File: src/rtl/i2c_aw_pkg.sv
package i2c_aw_pkg;

    localparam int ADDR_W  = 7;
    localparam int BYTE_W  = ADDR_W + 1;
    localparam int CNT_W   = $clog2(BYTE_W + 1);
    localparam int CAUSE_W = 3;

    localparam int CAUSE_MATCH = 0;
    localparam int CAUSE_EXT   = 1;
    localparam int CAUSE_STOP  = 2;

    typedef enum logic [1:0] {
        PH_LISTEN  = 2'd0,
        PH_SHIFT   = 2'd1,
        PH_HOLD    = 2'd2,
        PH_STANDBY = 2'd3
    } phase_e;

    typedef enum logic [2:0] {
        RC_NONE   = 3'd0,
        RC_GCALL  = 3'd1,
        RC_STARTB = 3'd2,
        RC_CBUS   = 3'd3,
        RC_ALTBUS = 3'd4,
        RC_TENBIT = 3'd5,
        RC_RSVD   = 3'd6
    } rclass_e;

    typedef struct packed {
        phase_e               phase;
        logic [CNT_W-1:0]     cnt;
        logic [BYTE_W-1:0]    shreg;
        logic                 match;
        logic                 ext;
        rclass_e              rclass;
        logic                 irq;
        logic [CAUSE_W-1:0]   cause;
    } watch_state_t;

endpackage

File: src/rtl/i2c_aw_sync.sv
module i2c_aw_sync #(
    parameter int               WIDTH   = 2,
    parameter int               STAGES  = 2,
    parameter logic [WIDTH-1:0] RST_VAL = '1
) (
    input  logic             clk,
    input  logic             rst_n,
    input  logic [WIDTH-1:0] d_i,
    output logic [WIDTH-1:0] q_o
);

    logic [WIDTH-1:0] stage_d [STAGES];
    logic [WIDTH-1:0] stage_q [STAGES];

    for (genvar g = 0; g < STAGES; g++) begin : g_stage
        if (g == 0) begin : g_first
            assign stage_d[g] = d_i;
        end else begin : g_rest
            assign stage_d[g] = stage_q[g-1];
        end

        always_ff @(posedge clk or negedge rst_n) begin
            if (!rst_n) stage_q[g] <= RST_VAL;
            else        stage_q[g] <= stage_d[g];
        end
    end

    assign q_o = stage_q[STAGES-1];

endmodule

File: src/rtl/i2c_aw_cond.sv
module i2c_aw_cond (
    input  logic clk,
    input  logic rst_n,
    input  logic scl_s,
    input  logic sda_s,
    output logic start_o,
    output logic stop_o,
    output logic scl_rise_o,
    output logic scl_fall_o
);

    typedef struct packed {
        logic scl;
        logic sda;
    } prev_t;

    prev_t prev_d, prev_q;

    always_comb begin
        prev_d.scl = scl_s;
        prev_d.sda = sda_s;
    end

    always_ff @(posedge clk or negedge rst_n) begin
        if (!rst_n) prev_q <= '{scl: 1'b1, sda: 1'b1};
        else        prev_q <= prev_d;
    end

    assign start_o    = prev_q.scl & scl_s & prev_q.sda & ~sda_s;
    assign stop_o     = prev_q.scl & scl_s & ~prev_q.sda & sda_s;
    assign scl_rise_o = ~prev_q.scl & scl_s;
    assign scl_fall_o = prev_q.scl & ~scl_s;

endmodule

File: src/rtl/i2c_aw_decode.sv
module i2c_aw_decode
    import i2c_aw_pkg::*;
(
    input  logic [BYTE_W-1:0] byte_i,
    input  logic [ADDR_W-1:0] own_i,
    output logic              match_o,
    output logic              ext_o,
    output rclass_e           class_o
);

    localparam int HI_W = 4;

    logic [ADDR_W-1:0] addr;
    logic              rw;
    logic [HI_W-1:0]   hi;

    assign addr = byte_i[BYTE_W-1:1];
    assign rw   = byte_i[0];
    assign hi   = addr[ADDR_W-1 -: HI_W];

    always_comb begin
        match_o = (addr == own_i);
        ext_o   = (hi == '0) || (hi == '1);
        class_o = RC_NONE;
        if (hi == '0) begin
            unique case (addr[ADDR_W-HI_W-1:0])
                3'b000:  class_o = rw ? RC_STARTB : RC_GCALL;
                3'b001:  class_o = RC_CBUS;
                3'b010:  class_o = RC_ALTBUS;
                default: class_o = RC_RSVD;
            endcase
        end else if (hi == '1) begin
            class_o = addr[ADDR_W-HI_W-1] ? RC_RSVD : RC_TENBIT;
        end
    end

endmodule

File: src/rtl/i2c_addr_watch.sv
module i2c_addr_watch
    import i2c_aw_pkg::*;
#(
    parameter int SYNC_STAGES = 2
) (
    input  logic              clk,
    input  logic              rst_n,
    input  logic              scl_i,
    input  logic              sda_i,
    input  logic [6:0]        own_addr,
    input  logic              release_i,
    output logic              match_o,
    output logic              ext_o,
    output logic [2:0]        resv_class_o,
    output logic              irq_o,
    output logic [2:0]        cause_o
);

    localparam logic [CNT_W-1:0] LAST_BIT = CNT_W'(BYTE_W);

    logic [1:0] line_s;
    logic       start_p, stop_p, scl_rise, scl_fall;
    logic       dec_match, dec_ext;
    rclass_e    dec_class;

    watch_state_t st_d, st_q;

    i2c_aw_sync #(
        .WIDTH  (2),
        .STAGES (SYNC_STAGES),
        .RST_VAL(2'b11)
    ) i_sync (
        .clk  (clk),
        .rst_n(rst_n),
        .d_i  ({scl_i, sda_i}),
        .q_o  (line_s)
    );

    i2c_aw_cond i_cond (
        .clk       (clk),
        .rst_n     (rst_n),
        .scl_s     (line_s[1]),
        .sda_s     (line_s[0]),
        .start_o   (start_p),
        .stop_o    (stop_p),
        .scl_rise_o(scl_rise),
        .scl_fall_o(scl_fall)
    );

    i2c_aw_decode i_dec (
        .byte_i (st_q.shreg),
        .own_i  (own_addr),
        .match_o(dec_match),
        .ext_o  (dec_ext),
        .class_o(dec_class)
    );

    always_comb begin
        st_d       = st_q;
        st_d.irq   = 1'b0;
        st_d.cause = '0;
        if (start_p) begin
            st_d.phase  = PH_SHIFT;
            st_d.cnt    = '0;
            st_d.match  = 1'b0;
            st_d.ext    = 1'b0;
            st_d.rclass = RC_NONE;
        end else if (release_i) begin
            st_d.phase  = PH_STANDBY;
            st_d.match  = 1'b0;
            st_d.ext    = 1'b0;
            st_d.rclass = RC_NONE;
        end else if (stop_p && st_q.phase != PH_STANDBY) begin
            st_d.phase             = PH_LISTEN;
            st_d.match             = 1'b0;
            st_d.ext               = 1'b0;
            st_d.rclass            = RC_NONE;
            st_d.irq               = 1'b1;
            st_d.cause[CAUSE_STOP] = 1'b1;
        end else if (st_q.phase == PH_SHIFT) begin
            if (scl_rise && st_q.cnt != LAST_BIT) begin
                st_d.shreg = {st_q.shreg[BYTE_W-2:0], line_s[0]};
                st_d.cnt   = st_q.cnt + 1'b1;
            end else if (scl_fall && st_q.cnt == LAST_BIT) begin
                st_d.phase              = PH_HOLD;
                st_d.match              = dec_match;
                st_d.ext                = dec_ext;
                st_d.rclass             = dec_class;
                st_d.irq                = dec_match | dec_ext;
                st_d.cause[CAUSE_MATCH] = dec_match;
                st_d.cause[CAUSE_EXT]   = dec_ext;
            end
        end
    end

    always_ff @(posedge clk or negedge rst_n) begin
        if (!rst_n) begin
            st_q <= '{phase: PH_LISTEN, cnt: '0, shreg: '0, match: 1'b0,
                      ext: 1'b0, rclass: RC_NONE, irq: 1'b0, cause: '0};
        end else begin
            st_q <= st_d;
        end
    end

    assign match_o      = st_q.match;
    assign ext_o        = st_q.ext;
    assign resv_class_o = st_q.rclass;
    assign irq_o        = st_q.irq;
    assign cause_o      = st_q.cause;

endmodule

File: config.mk
export PLATFORM = sky130hd
export DESIGN_NAME = i2c_addr_watch
export DESIGN_NICKNAME = d
export VERILOG_FILES = /design/src/rtl/i2c_aw_pkg.sv /design/src/rtl/i2c_aw_sync.sv /design/src/rtl/i2c_aw_cond.sv /design/src/rtl/i2c_aw_decode.sv /design/src/rtl/i2c_addr_watch.sv
export SDC_FILE = /design/constraint.sdc
export NUM_CORES = 1
export LEC_CHECK = 0
export BUFFER_PORTS_ARGS = -buffer_cell sky130_fd_sc_hd__buf_4
export CAP_MARGIN = 15
export CORE_MARGIN = 2
export CORE_UTILIZATION = 35
export CTS_CLUSTER_SIZE = 16
export DETAILED_ROUTE_END_ITERATION = 16
export HOLD_SLACK_MARGIN = 0.05
export PLACE_DENSITY_LB_ADDON = 0.2
export SETUP_SLACK_MARGIN = 0.4
export SYNTH_ARGS = -nofsm -noshare
export SYNTH_HDL_FRONTEND = slang
export SYNTH_SLANG_ARGS = --single-unit
export TNS_END_PERCENT = 5
File: constraint.sdc
create_clock -name clk -period 2.05 [get_ports clk]
set_clock_uncertainty 0.1 [all_clocks]
set_input_delay 0 -clock clk [delete_from_list [all_inputs] [get_ports clk]]
set_output_delay 0 -clock clk [all_outputs]
set_load 0.02 [all_outputs]
==> impl.org <==
** Global routing
- Summed over all layers, the global routing overflow is 0.
- GR Util All Layers :: 0.143
- The first global-routing pass estimated between 4 and 5 mm of wire.
- Largest net degree at the start of global routing :: 30
- The number of global-route vias before repair was between 900 and 1k.
- The initial antenna violation count was 0.

** Drt
- DRC violations left :: 0
- Using the TritonRoute via totals, the vias-per-cell ratio works out to 4.82.
- Before antenna repair, the detailed router went through 4 iterations.
- For this block, wires on met1 add up to about 1.1 mm.
- Met3 wirelength from detailed routing :: roughly 130 µm
- The detail route stage leaves a number of antenna-violating nets equal to 0.
- Routed via count :: about 950
- Number of violations reported at the end of detailed-routing iteration 0 :: 42
- The final layout contains routed wiring with a total length of roughly 2.6 mm.
- Highest signal layer in the routed design :: met4
- Summed over all nets, wire length on met2 after detailed routing comes to 1.27 mm.
- Routed wire per std cell :: ~13 µm

** Setup path
- Critical Setup Path Class :: flop to flop
- CP Max Fanout :: 4
- Critical Path Start Type :: flop
- For the worst setup path, the data required time is between 2000 and 2500 ps.
- Worst Path Arrival :: between 1500 and 2000 ps
- End of the worst register-to-register path :: resv_class_o[2]$_DFFE_PN0P_
- STA classifies the critical path endpoint as a flop.
- The worst register-to-register path begins at st_q[14]$_DFFE_PN0P_.
- The worst register-to-register path has a depth of 3.
- FF-to-FF setup slack :: around 360 ps

** Synthesis
- The compound-gate portion of the synthesized area came to 0.116.
- A synthesized cell averages ~12 µm².
- Counting every instance in the synthesized netlist gives ~110.
- Of the post-synthesis cell area, the part taken by muxes is 0.0595.
- Of the total synthesized cell area, the portion taken by AND, OR, NAND and NOR gates is 0.143.
- Counting instances in the post-synthesis netlist gives the leading cell types as dfrtp_1 (23), mux2_2 (7), xor2_1 (7).
- Adder and majority gate portion of the synthesized area :: 0.0189
- Fraction of synthesized cell area taken by the top area cell type :: 0.435
- Counting distinct cell types in the post-synthesis netlist gives 37.
- Counting flops and latches in the post-synthesis netlist gives 29.
- Xor and xnor area share after synthesis :: 0.0529
- Post-synthesis net count :: ~130
- Number of warnings reported in the yosys synthesis log :: 0
- Post-synth design cell area :: 0.00132 mm²
- The synthesized design spends more area on one cell type than any other, namely dfrtp_1.
- Number of enable flip-flop cells after synthesis :: 0
- By area the synthesized netlist is led by dfrtp_1 (43%), dfstp_2 (12%), mux2_2 (6.0%), xor2_1 (4.6%), buf_4 (3.4%).
- Most instantiated library cell after synthesis :: dfrtp_1
- Of all flip-flops after synthesis, the portion carrying an async set or reset was 1.00.
- Sequential-to-total area share from yosys stat :: 0.554
- Dominant combinational cell family by area after synthesis :: simple AND/OR/NAND/NOR gates
- For this run, the leading register cell type out of synthesis is dfrtp_1.

** Clock network
- Cts bufs inserted :: 5
- Clk sinks :: 29
- H-tree levels :: 2
- In this run the deepest clock path goes through 2 buffers.
- Clock transition at the register clock pins on the worst setup and hold paths after CTS :: 60 ps
- The later pin in the worst-skew pair is clocked with a latency of roughly 290 ps.
- CTS tree :: yes
- Clock root buffer :: clkbuf_8

** Final layout
- Final #Nets :: ~160
- Area added between synthesis and finish :: 32.5%
- Counting the fill cells in the layout gives 344.
- Across the whole layout, storage elements account for approximately 730 µm².
- In the final layout, the multi-input gates occupy ~550 µm².
- Of the cells placed in the final design, the portion with a size suffix greater than 1 is 0.416.
- The repair_antennas step left the layout with diodes totalling 0.

** Status
- Run status :: finished, final reports clean

** Die
- The initial utilization of the core area, before any placement, comes to 0.362.
- Vertical die dimension :: 65.5 µm
- The die is ~66 µm wide.
- In this run the standard cell core region covers 0.00366 mm².
- Number of top-level pins :: 21
- The die covers around 0.0043 mm².
- Number of rows in the core area :: 22

** STA
- In this run the tightest slew margin relative to its limit is 0.763.
- Upper clock frequency limit :: approximately 590 MHz
- Transition at the pin with the smallest max-transition slack :: roughly 360 ps
- Clock period minus worst slack :: around 1700 ps
- The final hold violation count was 0.
- Setup violations remaining at the end of the flow were counted as 0.
- Worst path setup slack after routing :: between 300 and 400 ps
- RSZ-0062 raised after global routing :: yes
- In the finished design, the share of the clock period the worst path needs comes to 0.824.
- The final number of max-transition violations is 0.
- Minimum hold slack :: ~69 ps
- Final sum of negative setup slack :: 0 ps

** Power and ir drop
- Leak :: approximately 0.00081 µW
- Internal power consumption :: around 940 µW
- Of the total power, registers draw 0.503.
- Across the VDD grid, the largest voltage drop is 0.354 mV.
- For this design the total switching power over the nets is 297 µW.
- The share of total power dissipated in combinational logic is 0.105.
- Power spread over the standard cell area amounts to 707 mW/mm².
- Clock share of power :: 0.392
- Post-layout power :: ~1200 µW
- Of the total power, the share spent switching nets is 0.240.

** Placement
- Worst Setup Slack post-DPL :: between 200 and 300 ps
- Detailed placement ended at an HPWL of roughly 1.7 mm.
- Number of input and output port buffers inserted :: 20
- Placer's final routability congestion estimate :: between 0.7 and 0.8

** Hold path
- Hold crit path type :: input pin to async pin

** Run
- Across the run, the number of max-cap violations was 0.
flip-flops by register name, summed over array words and instances, names as in the netlist:
register / count
cause_o: 3
ext_o: 1
i_cond.prev_q: 2
i_sync.q_o: 2
i_sync.stage_d: 2
irq_o: 1
match_o: 1
resv_class_o: 3
st_q: 14
area by class of cell:
type	count	share of cell area
clock buffers	8	0.0514
inverters	5	0.0107
multi-input cells	70	0.316
flip-flops and latches	29	0.418
well taps	48	0.0342
repair buffers	37	0.170
worst max path at each step:
| stage | startpoint | endpoint | slack, ps | depth (start not counted) |
|---|---|---|---|---|
| after global routing | st_q[18]$_DFFE_PN0P_ | st_q[19]$_DFFE_PN0P_ | 280 | 7 |
| after global placement | st_q[13]$_DFFE_PN0P_ | resv_class_o[2]$_DFFE_PN0P_ | 310 | 3 |
| final | st_q[14]$_DFFE_PN0P_ | resv_class_o[2]$_DFFE_PN0P_ | 360 | 3 |
| after floorplan | st_q[17]$_DFFE_PN0P_ | st_q[19]$_DFFE_PN0P_ | 360 | 8 |
| after CTS | st_q[14]$_DFFE_PN0P_ | resv_class_o[2]$_DFFE_PN0P_ | 370 | 3 |
| after detailed placement | st_q[17]$_DFFE_PN0P_ | st_q[10]$_DFFE_PN0P_ | 270 | 6 |
stage by stage:
step	instance area, µm²	util	std cells
final	1750	0.479	197
after global routing	1750	0.479	197
after CTS	1750	0.477	197
after detailed placement	1500	0.411	175
after global placement	1500	0.411	175
after floorplan	1340	-	112
logic make-up (layout without fill, tap and decap cells):
group / after synthesis / count (layout)
AND/OR/NAND/NOR: 30 / 30
flip-flops: 29 / 29
AO/OA/AOI/OAI: 23 / 23
buffers and inverters: 13 / 50
XOR/XNOR: 8 / 8
multiplexers: 7 / 7
adder cells (fa/ha/maj): 2 / 2
critical path: stages, from the launching register on:
cell	delay, ps
dfrtp_1	380
or4_4	560
or3_1	330
a32o_1	210
power groups by stage:
| stage | combinational, µW | sequential (µW) | clock, µW |
|---|---|---|---|
| after floorplan | 60.7 | 628 | 0 |
| after global placement | 99.1 | 635 | 0 |
| after detailed placement | 104 | 637 | 0 |
| after CTS | 128 | 623 | 494 |
| after global routing | 146 | 627 | 537 |
| final | 130 | 624 | 487 |
routing by layer:
layer	vias to the layer above	global-route usage
li1	466	-
met1	452	0.158
met2	24	0.233
met3	7	0.0616
met4	0	0.0729
met5	-	0
timing repair:
item,CTS,global route
gates resized for setup,8,1
gates cloned,1,0
pin swaps,2,1
hold endpoints to repair,35,0
buffers inserted,8,0
hold buffers,5,0
setup endpoints to repair,13,16
cells in the final DEF, fill, tap and decap left out, types with 3 or more instances in the layout:
cell type and n:
dlygate4sd3_1 5, clkbuf_8 6, nand3_1 6, buf_4 30
xor2_1 7, dfstp_2 6, inv_1 5, nand2_1 4
mux2_2 7, o21ai_0 6, a21oi_1 4, nor2_1 3
dfrtp_1 23, nor2b_1 3
Note: power is estimated with default switching activity, not from simulation.
